File: config.mk
export PLATFORM = sky130hd
export DESIGN_NAME = cpuhp_presence_map
export DESIGN_NICKNAME = d
export VERILOG_FILES = /design/src/rtl/cpuhp_pkg.sv /design/src/rtl/cpuhp_evt_decode.sv /design/src/rtl/cpuhp_map_bank.sv /design/src/rtl/cpuhp_rd_port.sv /design/src/rtl/cpuhp_notify.sv /design/src/rtl/cpuhp_presence_map.sv
export SDC_FILE = /design/constraint.sdc
export NUM_CORES = 1
export LEC_CHECK = 0
export ABC_AREA = 1
export BUFFER_PORTS_ARGS = -buffer_cell sky130_fd_sc_hd__buf_2
export CELL_PAD_IN_SITES_DETAIL_PLACEMENT = 1
export CELL_PAD_IN_SITES_GLOBAL_PLACEMENT = 1
export CORE_UTILIZATION = 30
export CTS_CLUSTER_DIAMETER = 40
export DETAILED_ROUTE_END_ITERATION = 12
export PLACE_DENSITY = 0.76
export SLEW_MARGIN = 15
export SYNTH_ARGS = -nofsm -noshare
export SYNTH_HDL_FRONTEND = slang
export SYNTH_SLANG_ARGS = --single-unit
export TNS_END_PERCENT = 50
File: constraint.sdc
create_clock -name clk -period 1.5 [get_ports clk]
set_clock_uncertainty 0.15 [all_clocks]
set_input_delay 0.075 -clock clk [delete_from_list [all_inputs] [get_ports clk]]
set_output_delay 0.075 -clock clk [all_outputs]
set_load 0.02 [all_outputs]
File: src/rtl/cpuhp_pkg.sv
package cpuhp_pkg;
   localparam int unsigned LANE_W = 8;

   typedef enum logic {
      HP_REMOVE = 1'b0,
      HP_ADD    = 1'b1
   } hp_kind_e;

   function automatic int unsigned lanes_for(input int unsigned slots);
      return slots / LANE_W;
   endfunction
endpackage

File: src/rtl/cpuhp_evt_decode.sv
module cpuhp_evt_decode
   import cpuhp_pkg::*;
#(
   parameter int unsigned NUM_CPUS = 256,
   parameter int unsigned ID_W     = 9,
   localparam int unsigned IW      = $clog2(NUM_CPUS)
) (
   input  logic                evt_valid,
   input  hp_kind_e            evt_kind,
   input  logic [ID_W-1:0]     evt_id,
   output logic [NUM_CPUS-1:0] set_vec,
   output logic [NUM_CPUS-1:0] clr_vec,
   output logic                accept,
   output logic                reject
);
   localparam logic [ID_W:0] LIMIT = (ID_W+1)'(NUM_CPUS);

   logic                in_range;
   logic [NUM_CPUS-1:0] onehot;

   assign in_range = ({1'b0, evt_id} < LIMIT);
   assign accept   = evt_valid && in_range;
   assign reject   = evt_valid && !in_range;
   assign onehot   = NUM_CPUS'(1) << evt_id[IW-1:0];

   always_comb begin
      set_vec = '0;
      clr_vec = '0;
      if (accept) begin
         if (evt_kind == HP_ADD) set_vec = onehot;
         else                    clr_vec = onehot;
      end
   end
endmodule

File: src/rtl/cpuhp_map_bank.sv
module cpuhp_map_bank
   import cpuhp_pkg::*;
#(
   parameter int unsigned NUM_CPUS = 256,
   localparam int unsigned NLANES  = lanes_for(NUM_CPUS)
) (
   input  logic                clk,
   input  logic                rst_n,
   input  logic [NUM_CPUS-1:0] boot_vec,
   input  logic [NUM_CPUS-1:0] set_vec,
   input  logic [NUM_CPUS-1:0] clr_vec,
   output logic [NUM_CPUS-1:0] map_q
);
   for (genvar b = 0; b < NLANES; b++) begin : g_lane
      logic [LANE_W-1:0] lane_q;
      always_ff @(posedge clk) begin
         if (!rst_n) lane_q <= boot_vec[b*LANE_W +: LANE_W];
         else        lane_q <= (lane_q & ~clr_vec[b*LANE_W +: LANE_W])
                               | set_vec[b*LANE_W +: LANE_W];
      end
      assign map_q[b*LANE_W +: LANE_W] = lane_q;
   end
endmodule

File: src/rtl/cpuhp_rd_port.sv
module cpuhp_rd_port
   import cpuhp_pkg::*;
#(
   parameter int unsigned NUM_CPUS = 256,
   localparam int unsigned NLANES  = lanes_for(NUM_CPUS),
   localparam int unsigned AW      = (NLANES > 1) ? $clog2(NLANES) : 1
) (
   input  logic                clk,
   input  logic                rst_n,
   input  logic                rd_en,
   input  logic [AW-1:0]       rd_addr,
   input  logic [NUM_CPUS-1:0] map_q,
   output logic [LANE_W-1:0]   rd_data
);
   localparam logic [AW:0] LANE_LIM = (AW+1)'(NLANES);

   logic [LANE_W-1:0] lanes [2**AW];
   logic [LANE_W-1:0] pick;

   for (genvar b = 0; b < 2**AW; b++) begin : g_view
      if (b < NLANES) begin : g_real
         assign lanes[b] = map_q[b*LANE_W +: LANE_W];
      end else begin : g_hole
         assign lanes[b] = '0;
      end
   end

   assign pick = ({1'b0, rd_addr} < LANE_LIM) ? lanes[rd_addr] : '0;

   always_ff @(posedge clk) begin
      if (!rst_n)     rd_data <= '0;
      else if (rd_en) rd_data <= pick;
   end
endmodule

File: src/rtl/cpuhp_notify.sv
module cpuhp_notify #(
   parameter int unsigned GPE_W   = 8,
   parameter int unsigned GPE_BIT = 2
) (
   input  logic             clk,
   input  logic             rst_n,
   input  logic             accept,
   input  logic             reject,
   output logic [GPE_W-1:0] gpe_set,
   output logic             evt_err
);
   always_ff @(posedge clk) begin
      if (!rst_n) begin
         gpe_set <= '0;
         evt_err <= 1'b0;
      end else begin
         gpe_set <= accept ? (GPE_W'(1) << GPE_BIT) : '0;
         evt_err <= reject;
      end
   end
endmodule

File: src/rtl/cpuhp_presence_map.sv
module cpuhp_presence_map
   import cpuhp_pkg::*;
#(
   parameter int unsigned NUM_CPUS = 256,
   parameter int unsigned ID_W     = 9,
   parameter int unsigned GPE_W    = 8,
   parameter int unsigned GPE_BIT  = 2,
   localparam int unsigned NLANES  = lanes_for(NUM_CPUS),
   localparam int unsigned AW      = (NLANES > 1) ? $clog2(NLANES) : 1
) (
   input  logic                clk,
   input  logic                rst_n,
   input  logic [NUM_CPUS-1:0] boot_present,
   input  logic                evt_valid,
   input  logic                evt_plug,
   input  logic [ID_W-1:0]     evt_id,
   input  logic                rd_en,
   input  logic [AW-1:0]       rd_addr,
   output logic [7:0]          rd_data,
   input  logic                wr_en,
   input  logic [AW-1:0]       wr_addr,
   input  logic [7:0]          wr_data,
   output logic [GPE_W-1:0]    gpe_set,
   output logic                evt_err
);
   if (NUM_CPUS % LANE_W != 0 || NUM_CPUS < 2*LANE_W) begin : g_bad_slots
      $error("NUM_CPUS must be a multiple of 8 and at least 16");
   end
   if ((NUM_CPUS - 1) >> ID_W != 0) begin : g_bad_id
      $error("ID_W too narrow for NUM_CPUS");
   end
   if (GPE_BIT >= GPE_W) begin : g_bad_gpe
      $error("GPE_BIT outside GPE_W");
   end

   logic [NUM_CPUS-1:0] set_vec;
   logic [NUM_CPUS-1:0] clr_vec;
   logic [NUM_CPUS-1:0] map_q;
   logic                accept;
   logic                reject;
   hp_kind_e            kind;

   // Window writes are taken from the bus and dropped.
   logic unused_wr;
   assign unused_wr = ^{wr_en, wr_addr, wr_data};

   assign kind = evt_plug ? HP_ADD : HP_REMOVE;

   cpuhp_evt_decode #(.NUM_CPUS(NUM_CPUS), .ID_W(ID_W)) u_dec (
      .evt_valid (evt_valid),
      .evt_kind  (kind),
      .evt_id    (evt_id),
      .set_vec   (set_vec),
      .clr_vec   (clr_vec),
      .accept    (accept),
      .reject    (reject)
   );

   cpuhp_map_bank #(.NUM_CPUS(NUM_CPUS)) u_bank (
      .clk      (clk),
      .rst_n    (rst_n),
      .boot_vec (boot_present),
      .set_vec  (set_vec),
      .clr_vec  (clr_vec),
      .map_q    (map_q)
   );

   cpuhp_rd_port #(.NUM_CPUS(NUM_CPUS)) u_rd (
      .clk     (clk),
      .rst_n   (rst_n),
      .rd_en   (rd_en),
      .rd_addr (rd_addr),
      .map_q   (map_q),
      .rd_data (rd_data)
   );

   cpuhp_notify #(.GPE_W(GPE_W), .GPE_BIT(GPE_BIT)) u_ntf (
      .clk     (clk),
      .rst_n   (rst_n),
      .accept  (accept),
      .reject  (reject),
      .gpe_set (gpe_set),
      .evt_err (evt_err)
   );
endmodule

# ---- Yosys cells after proc, flatten, opt, wreduce, memory -nomap -nowiden
# Cells that the tools add are included.
dict set report word_totals {
  register_bits 273
  out_inout_bits 17
  word_cells 179
  in_bits 289
}
dict set report classes {
  mux 41
  order_cmp 2
  n_bitwise 97
  shift 1
  n_reduce_logical 3
}
# op n
set ops {}
lappend ops {{2-to-1 mux 256 bit} 4}
lappend ops {{2-to-1 mux 8 bit} 34}
lappend ops {{AND 8 bit} 32}
lappend ops {{inverter 8 bit} 32}
lappend ops {{bitwise OR 8 bit} 32}
lappend ops {{left shift 1 x 8 -> 256 bit, first input constant} 1}
lappend ops {{binary-select mux 8 bit (select 5 bit)} 1}
lappend ops {{< comparator 9 bit, second input constant} 1}
lappend ops {{greater-or-equal comparator 6 bit, second input constant} 1}
lappend ops {{inverter 5 -> 6 bit} 1}
lappend ops {{2-to-1 mux 3 bit} 1}
lappend ops {{logical AND 1 bit} 2}
lappend ops {{logical NOT 1 bit} 1}
lappend ops {{2-to-1 mux 1 bit} 1}

# ---- Depth between registers and ports, before layout
# Gate-level depths: netlist of run 1.
dict set report logic_depth {
  word_depth 7
  ltp_mapped 11
  depth_no_buf 10
}

# ---- Hierarchy
# From an unflattened synthesis of run 1, not the netlist that was laid out.
dict set report unflattened {
  hier_cells 3220
  area_unflattened_um2 18237.5
}
# mod seq_area_each_um2 area_per_inst_um2 n_inst cells_per_inst
set modules_own_cells {}
lappend modules_own_cells {cpuhp_map_bank 5124.9 10933.0 1 1594}
lappend modules_own_cells {cpuhp_evt_decode 0.0 4294.1 1 994}
lappend modules_own_cells {cpuhp_rd_port 160.2 2899.0 1 618}
lappend modules_own_cells {cpuhp_notify 40.0 111.4 1 14}

# ---- Worst setup path after synthesis of run 1
# No wires, ideal clock.
dict set report synth_path {
  path_kind {in2reg}
  start {input port evt_id[2]}
  end {register u_bank.g_lane[31].lane_q[1]}
  t_required_ns 1.232
  setup_slack_ns 0.115
  arrival_time_ns 1.117
  path_stages 10
  n_path_buf 2
  setup_ns 0.118
  cell_sequence {buf_2 -> inv_2 -> buf_4 -> nand3_1 -> nor2_1 -> nand2_1 -> nor2_1 -> nand3_1 -> nand2_1 -> o21ai_1}
}
dict set report synth_via {
  elab_chain_cells 7
  word_cells_on_any_way 11
  cone_classes {order compare: 1; shift: 1; mux: 5; bitwise: 3; reduce/logical: 1}
}
# item line_no
set synth_rtl {}
lappend synth_rtl {{from (decl)} cpuhp_presence_map.sv:16} ;# input logic [ID_W-1:0] evt_id,
lappend synth_rtl {{< comparator 9 bit / left shift 1 x 8 -> 256 bit (equally long branches)} {cpuhp_evt_decode.sv:21, cpuhp_evt_decode.sv:24}}
lappend synth_rtl {{logical AND 1 bit / 2-to-1 mux 256 bit (equally long branches)} {cpuhp_evt_decode.sv:22, cpuhp_evt_decode.sv:30}}
lappend synth_rtl {{2-to-1 mux 256 bit} cpuhp_evt_decode.sv:29} ;# if (accept) begin
lappend synth_rtl {{inverter 8 bit} cpuhp_map_bank.sv:18} ;# else lane_q <= (lane_q & ~clr_vec[b*LANE_W +: LANE_W])
lappend synth_rtl {{AND 8 bit} cpuhp_map_bank.sv:18}
lappend synth_rtl {{bitwise OR 8 bit (*)} cpuhp_map_bank.sv:19} ;# | set_vec[b*LANE_W +: LANE_W];
lappend synth_rtl {{2-to-1 mux 8 bit (*)} cpuhp_map_bank.sv:17} ;# if (!rst_n) lane_q <= boot_vec[b*LANE_W +: LANE_W];
lappend synth_rtl {{to (signal assigned)} cpuhp_map_bank.sv:17}
lappend synth_rtl {{to (signal assigned)} cpuhp_map_bank.sv:18}
lappend synth_rtl {{to (decl)} cpuhp_map_bank.sv:15} ;# logic [LANE_W-1:0] lane_q;
# Mark *: on every way between the ends. The rest lies on a longest branch, timed or not.
# A chain may end at the register's enable or synchronous reset.

==> results of run 1 <==
## cell type report
type                            instances  area [sq um]  area share (%)
Clock inverter                         29           394            1.60
Clock buffer                           75          1650            6.67
Tap cell                              680           851            3.44
Sequential cell                       266          5330            21.6
Timing Repair Buffer                  808          6900            27.9
Antenna cell                            7          17.5          0.0709
Multi-Input combinational cell       2071          9390            38.0
Inverter                               42           178           0.719
## through the flow
| stage | worst slack (ns) | hold slack (ns) | total power (W) |
|---|---|---|---|
| floorplan | 0.115 | 0.0354 | 0.0102 |
| global placement | -0.259 | 0.125 | 0.0116 |
| global route | -0.0776 | -0.0777 | 0.0272 |
| detailed placement | -0.308 | 0.131 | 0.0118 |
| finish | -0.0443 | -0.113 | 0.0263 |
| CTS | 0.0216 | -0.0708 | 0.0260 |
## state kept, by name, summed over array words and instances, names as in the netlist
register,flops
u_ntf.evt_err,1
u_ntf.gpe_set,1
u_rd.rd_data,8
u_bank.g_lane.lane_q,256
## where the power goes
| part | switching (W) | internal (W) |
|---|---|---|
| clock network | 0.00449 | 0.00906 |
| logic | 0.00252 | 0.00201 |
| registers | 0.000426 | 0.00776 |
| total | 0.00744 | 0.0188 |
## layer usage
metal / part of all wire [%] / vias up
met1: 39 / 10500
li1: - / 10000
met2: 50 / 876
met5: 0 / -
met4: 5.7 / 0
met3: 5.6 / 261
## worst max-delay path: cells and delay by family
| family | cells | cell delay, ns |
|---|---|---|
| compound gates | 2 | 0.36 |
| buf+inv | 3 | 1.42 |
## worst min path at each step
stage / end / depth (start not counted) / from
final: u_bank.g_lane[30].lane_q[5] / 4 / rst_n
after detailed placement: u_bank.g_lane[31].lane_q[3] / 3 / boot_present[251]
after CTS: u_bank.g_lane[31].lane_q[1] / 4 / rst_n
after global routing: u_bank.g_lane[30].lane_q[5] / 4 / rst_n
after floorplan: u_bank.g_lane[11].lane_q[5] / 2 / boot_present[93]
after global placement: u_bank.g_lane[23].lane_q[6] / 3 / boot_present[190]
## cell families after synthesis
kind of cell / share of synthesized area [%]
other cells: 0.0238
simple gates: 42.8
compound gates: 16.0
buf+inv: 7.27
flops: 33.9
## cell usage in the layout, fill, tap and decap left out, types with 48 or more instances in the layout
master and count:
nand2_1 807, o21bai_1 48, a21oi_1 119, dfxtp_1 265, nor3_1 96, o21ai_0 196
dlygate4sd3_1 366, nor2_1 191, buf_4 110, nand3_1 427, buf_2 280, clkbuf_16 60
o21ai_1 116
## what timing repair did
item                       CTS  global route
hold buffers               367             4
resized for setup            0            48
hold endpoints to repair   266            47
buffers inserted             0             9
setup endpoints to repair    0            25
==> metrics.md, run 1 <==
| Metric | Value |
|---|---|
| Htree depth | `2` |
| Area growth, synth to finish | `57.1%` |
| Congestion Overflow GR | `0` |
| Crit path from | `rd_en` |
| Clock Sinks | `266` |
| Crit path to | `u_rd.rd_data[1]` |
| Largest net degree at the start of global routing | `130` |
| CTS Buf Count | `57` |
| Top cells by count, synth | `821 x nand2_1, 428 x nand3_1, 266 x dfxtp_1` |
| Starting Density | `30.5%` |
| Reg2reg path depth | `3` |
| Die Footprint | `between 0.05 and 0.06 sq mm` |
| Yosys top cell by area | `dfxtp_1` |
| Distinct cells, synth | `22` |
| Met3 Resource Use GR | `4.84%` |
| PortBufs | `284` |
| Max-cap violations | `0` |
| Vias/cell | `around 5.4` |
| Post-route cell area | `0.0247 sq mm` |
| Routed len/inst | `21.1 microns` |
| GR met1 Demand/Resource | `34.2%` |
| R2R Path End | `u_rd.rd_data[1]` |
| Final core utilization | `48.0%` |
| Clk Latency, worst-skew pair | `0.60 ns` |
| Static Leakage | `10.5 nW` |
| R2R Path Start | `u_rd.rd_data[1]` |
| Synthesized cell area | `0.0157 sq mm` |
| Drt first pass iters | `5` |
| Site Rows | `between 80 and 90` |
| Top_reg_cell synth | `dfxtp_1` |
| R2r setup slk | `-0.03 ns` |
| Synthesis warning total | `0` |
| Die height | `231 microns` |
| Setup TNS | `-0.0798 ns` |
| Worst-Margin Slew | `0.567 ns` |
| Core footprint | `0.0515 sq mm` |
| Global routing usage on met2 | `between 50% and 60%` |
| Post-synth EDFFs | `0` |
| CTS tree | `done` |
| Die W | `231 microns` |
| Vias in the first global route | `roughly 23000` |
| Final RePlAce weighted congestion | `0.943` |
| CP Capture Type | `flop` |
| GR peak layer | `met2` |
| Layout cell share with drive strength beyond 1 | `between 10% and 20%` |
| Worst-path clk slew | `about 0.05 ns` |
| Clock Path Buffers | `3` |
| Register area share after synthesis | `33.9%` |
| Final WS setup | `-0.0443 ns` |
| Starting DRT DRC Count | `approximately 1600` |
| CP most frequent cell | `dlygate4sd3_1` |
| Vias | `21600` |
| # IOs | `306` |
| Cell Area, Placed | `0.0187 sq mm` |
| Pins over their slew limit | `0` |
| Overall Global Routing Usage | `30.6%` |
| Critical path's largest stage delay | `between 0.6 and 0.7 ns` |
| Final Non-Filler Cells | `3978` |
| First-pass GRT wire length | `between 100 and 150 mm` |
| DRC errors left | `0` |
| Worst hold slack | `-0.113 ns` |
| Failing checks | `negative hold slack, negative setup slack` |
| Final #Nets | `roughly 3500` |
| Root Driver | `clkbuf_16` |
| Pwr Density | `around 1100 mW/mm^2` |
| Gate Count Post-Synth | `2601` |
| Outcome | `finished with violations` |
| Inst Count DP | `3489` |
| IR Drop Worst-Case VDD | `0.875 mV` |
| Final hold violation count | `85` |
| Most frequent cell after synthesis | `nand2_1` |
| Top-area cell type share of the netlist area | `33.9%` |
| Antenna violations before repair | `5` |
| Fillers | `~6600` |
| Synth Area per Inst | `6.05 sq um` |
| FMAX | `648 MHz` |
| Final antenna-violating net count | `0` |
| Max-slew headroom | `62.2%` |
| RSZ-0062 raised after global routing | `yes` |
| Hold Path Class | `input pin to flop` |
| Crit Path Category | `input pin to flop` |
| Half-perimeter wire length after placement | `53.2 mm` |
| CP cell instances | `dlygate4sd3_1 -> clkbuf_4 -> o21ai_0 -> dlygate4sd3_1 -> a21oi_1` |
| Setup-failing EPs final | `3` |
| Yosys reg bits | `266` |
| Crit path time final | `between 1.5 and 2 ns` |
| Routed WL | `between 80 and 90 mm` |
| Slowest-stage cell, CP | `dlygate4sd3_1` |
| Largest cells by area after synthesis | `dfxtp_1 34%, nand2_1 20%, nand3_1 14%, o21ai_0 6.4%, nor2_1 4.8%` |
| Setup crit start kind | `input pin` |
| Post-synthesis async set-or-reset flop share | `0%` |
| Worst endpoint required time | `around 1.8 ns` |
| CP max FO | `16` |
| Critical path arrival | `1.87 ns` |
| Final Cycle Share | `103%` |
No activity file was read; power rests on OpenSTA's default activity.
==> inputs of run 2 (changes only) <==
--- a/config.mk
+++ b/config.mk
@@ -13,6 +13,7 @@
 export CTS_CLUSTER_DIAMETER = 40
 export DETAILED_ROUTE_END_ITERATION = 12
 export PLACE_DENSITY = 0.76
+export SETUP_SLACK_MARGIN = 0.15
 export SLEW_MARGIN = 15
 export SYNTH_ARGS = -nofsm -noshare
 export SYNTH_HDL_FRONTEND = slang
==> run 2 against run 1 <==
- the flow finishes with violations (negative hold slack)
- sequential share of layout area rose by 0.52 points
- via count fell by 1.3%
- sequential power barely moved
- non-clock buffer count decreased by 39
- clock power is essentially flat
- first-iteration DRC count down 7.8%
- largest cell class unchanged
- largest power group unchanged
==> metrics.md, run 2 (synthesized netlist as in run 1, its figures left out) <==
| Metric | Value |
|---|---|
| Final RePlAce weighted congestion | `0.943 (unchanged)` |
| DRC errors left | `0 (unchanged)` |
| Final WS setup | `0.121 ns (was -0.0443 ns)` |
| Biggest regs | `u_bank.g_lane.lane_q x256, u_rd.rd_data x8 (unchanged)` |
| Crit path time final | `1.38 ns (was 1.54 ns)` |
| Congestion Overflow GR | `0 (unchanged)` |
| Critical path arrival | `1.77 ns (was 1.87 ns)` |
| Final Cycle Share | `91.9% (was 103%)` |
| Max-slew headroom | `58.6% (was 62.2%)` |
| Clk Latency, worst-skew pair | `0.60 ns (about the same)` |
| Pins over their slew limit | `0 (unchanged)` |
| Area growth, synth to finish | `55.1% (was 57.1%)` |
| Clock Power Share | `51.7% (was 51.6%)` |
| Switching Share | `28.4% (was 28.3%)` |
| Starting DRT DRC Count | `1470 (was 1595)` |
| Overall Global Routing Usage | `30.4% (was 30.6%)` |
| Die Footprint | `0.0533 sq mm (unchanged)` |
| Setup-failing EPs final | `0 (was 3)` |
| Htree depth | `2 (unchanged)` |
| CTS tree | `done (unchanged)` |
| Worst hold slack | `-0.148 ns (was -0.113 ns)` |
| Clock Sinks | `266 (unchanged)` |
| Pre-CTS WS | `-0.308 ns (unchanged)` |
| Largest net degree at the start of global routing | `130 (unchanged)` |
| CP max FO | `2 (was 16)` |
| Antenna violations before repair | `5 (unchanged)` |
| CP Capture Type | `flop (unchanged)` |
| Worst-path clk slew | `0.06 ns (was 0.05 ns)` |
| Internal power | `0.0188 W (about the same)` |
| Worst endpoint required time | `1.89 ns (was 1.83 ns)` |
| Die W | `231 microns (unchanged)` |
| Site Rows | `83 (unchanged)` |
| Vias | `21400 (was 21600)` |
| Vias/cell | `5.42 (was 5.44)` |
| Sequential Power Share | `31.3% (was 31.2%)` |
| Post-CTS Hold Buffers | `339 (was 367)` |
| RSZ-0062 raised after global routing | `yes (unchanged)` |
| Drt first pass iters | `5 (unchanged)` |
| Failing checks | `negative hold slack (was negative hold slack, negative setup slack)` |
| Routed WL | `83.4 mm (was 83.9 mm)` |
| Vias in the first global route | `22800 (was 23100)` |
| Starting Density | `30.5% (unchanged)` |
| Clock Path Buffers | `3 (unchanged)` |
| CTS Buf Count | `57 (unchanged)` |
| Commonest non-fill, non-tap cell in the layout | `nand2_1 (unchanged)` |
| Core footprint | `0.0515 sq mm (unchanged)` |
| Biggest register | `u_bank.g_lane.lane_q (unchanged)` |
| Pwr Density | `1080 mW/mm^2 (was 1060 mW/mm^2)` |
| Final core utilization | `47.3% (was 48.0%)` |
| FMAX | `725 MHz (was 648 MHz)` |
| Crit Path Category | `flop to flop (was input pin to flop)` |
| Outcome | `finished with violations (unchanged)` |
| Setup crit start kind | `flop (was input pin)` |
| Die height | `231 microns (unchanged)` |
| Largest register FFs | `256 (unchanged)` |
| Final hold violation count | `95 (was 85)` |
| First-pass GRT wire length | `127 mm (was 128 mm)` |
| PortBufs | `284 (unchanged)` |
| Most frequent cells in the layout | `807 x nand2_1, 413 x nand3_1, 338 x dlygate4sd3_1, 275 x buf_2, 218 x dfxtp_1 (was 807 x nand2_1, 427 x nand3_1, 366 x dlygate4sd3_1, 280 x buf_2, 265 x dfxtp_1)` |
| Worst-Margin Slew | `0.621 ns (was 0.567 ns)` |
| Routed len/inst | `21.2 microns (was 21.1 microns)` |
| Static Leakage | `10.4 nW (was 10.5 nW)` |
| Final antenna-violating net count | `0 (unchanged)` |
| Half-perimeter wire length after placement | `53.2 mm (unchanged)` |
| Max-cap violations | `0 (unchanged)` |
| Setup TNS | `0 ns (was -0.0798 ns)` |
| Logic pwr share | `17.0% (was 17.2%)` |
| P_sw | `0.00745 W (was 0.00744 W)` |
| Final #Nets | `3496 (was 3535)` |
| Root Driver | `clkbuf_16 (unchanged)` |
| Layout cell share with drive strength beyond 1 | `19.6% (was 18.1%)` |
| Hold Path Class | `input pin to flop (unchanged)` |
| IR Drop Worst-Case VDD | `0.882 mV (was 0.875 mV)` |
| # IOs | `306 (unchanged)` |
run 2: cell types whose count changed in the layout (fill, tap and decap cells not counted), moves of 5 or more:
cell,change
dfxtp_1,-47
dfxtp_2,+47
dlygate4sd3_1,-28
nand3_1,-14
nand3_2,+14
nor2_1,+9
nor2_2,-9
o21ai_0,+6
o21ai_1,-6
buf_2,-5
run 2: repair_timing:
| item | in CTS | in global routing |
|---|---|---|
| pin swaps | 0 | 11 |
| buffers inserted | 0 | 1 |
| setup endpoints to repair | 8 | 35 |
| resized for setup | 8 | 82 |
| endpoints found under the hold margin | 266 | 71 |
run 2: layer usage:
layer	vias up	GRT usage, %	share of wire [%]
met3	239	4.56	5.7
met2	836	54.7	50
met4	0	17.1	5.4
li1	9917	-	-
met5	-	0	0
met1	10400	34.1	38
run 2: power groups by stage:
stage	Sequential, W	Combinational, W	Clock (W)
after floorplan	0.00814	0.00202	0
after global placement	0.00824	0.00339	0
after detailed placement	0.00827	0.00353	0
after CTS	0.00816	0.00425	0.0136
after global routing	0.00827	0.00480	0.0141
final	0.00821	0.00445	0.0136
run 2: worst paths after layout:
kind	start	to	slack, ns	cells after the start
setup / recovery	u_bank.g_lane[23].lane_q[7]	u_rd.rd_data[7]	0.12	8
hold / removal	rst_n	u_bank.g_lane[23].lane_q[7]	-0.15	4
setup reg to reg	u_bank.g_lane[23].lane_q[7]	u_rd.rd_data[7]	0.12	8
hold reg to reg	u_bank.g_lane[19].lane_q[7]	u_bank.g_lane[19].lane_q[7]	0.36	2
run 2: layout make-up:
class	instances	area (sq um)
fillers	6597	27100
multi-input cells	2071	9420
repair buffers	769	6500
flip-flops and latches	266	5390
clock buffers	75	1650
well taps	680	851
clock inverters	29	394
inverters	42	169
diodes	6	15.0
run 2: critical path, stage by stage, from the launching register on:
cell     delay [ns]
dfxtp_2        0.33
nand2_1        0.08
nand3_1        0.13
nand3_1        0.10
nand2_2        0.12
nand2_1        0.07
nand3_1        0.11
nand2_2        0.08
a21oi_2        0.13
run 2: per-stage QoR:
stage / std cells / instance area, sq um / power (W) / hold WS, ns
final: 3938 / 24400 / 0.0262 / -0.148
after detailed placement: 3489 / 18700 / 0.0118 / 0.131
after floorplan: 2607 / 15700 / 0.0102 / 0.0354
after CTS: 3932 / 24200 / 0.0260 / -0.0708
after global placement: 3489 / 18700 / 0.0116 / 0.125
after global routing: 3936 / 24400 / 0.0271 / -0.142
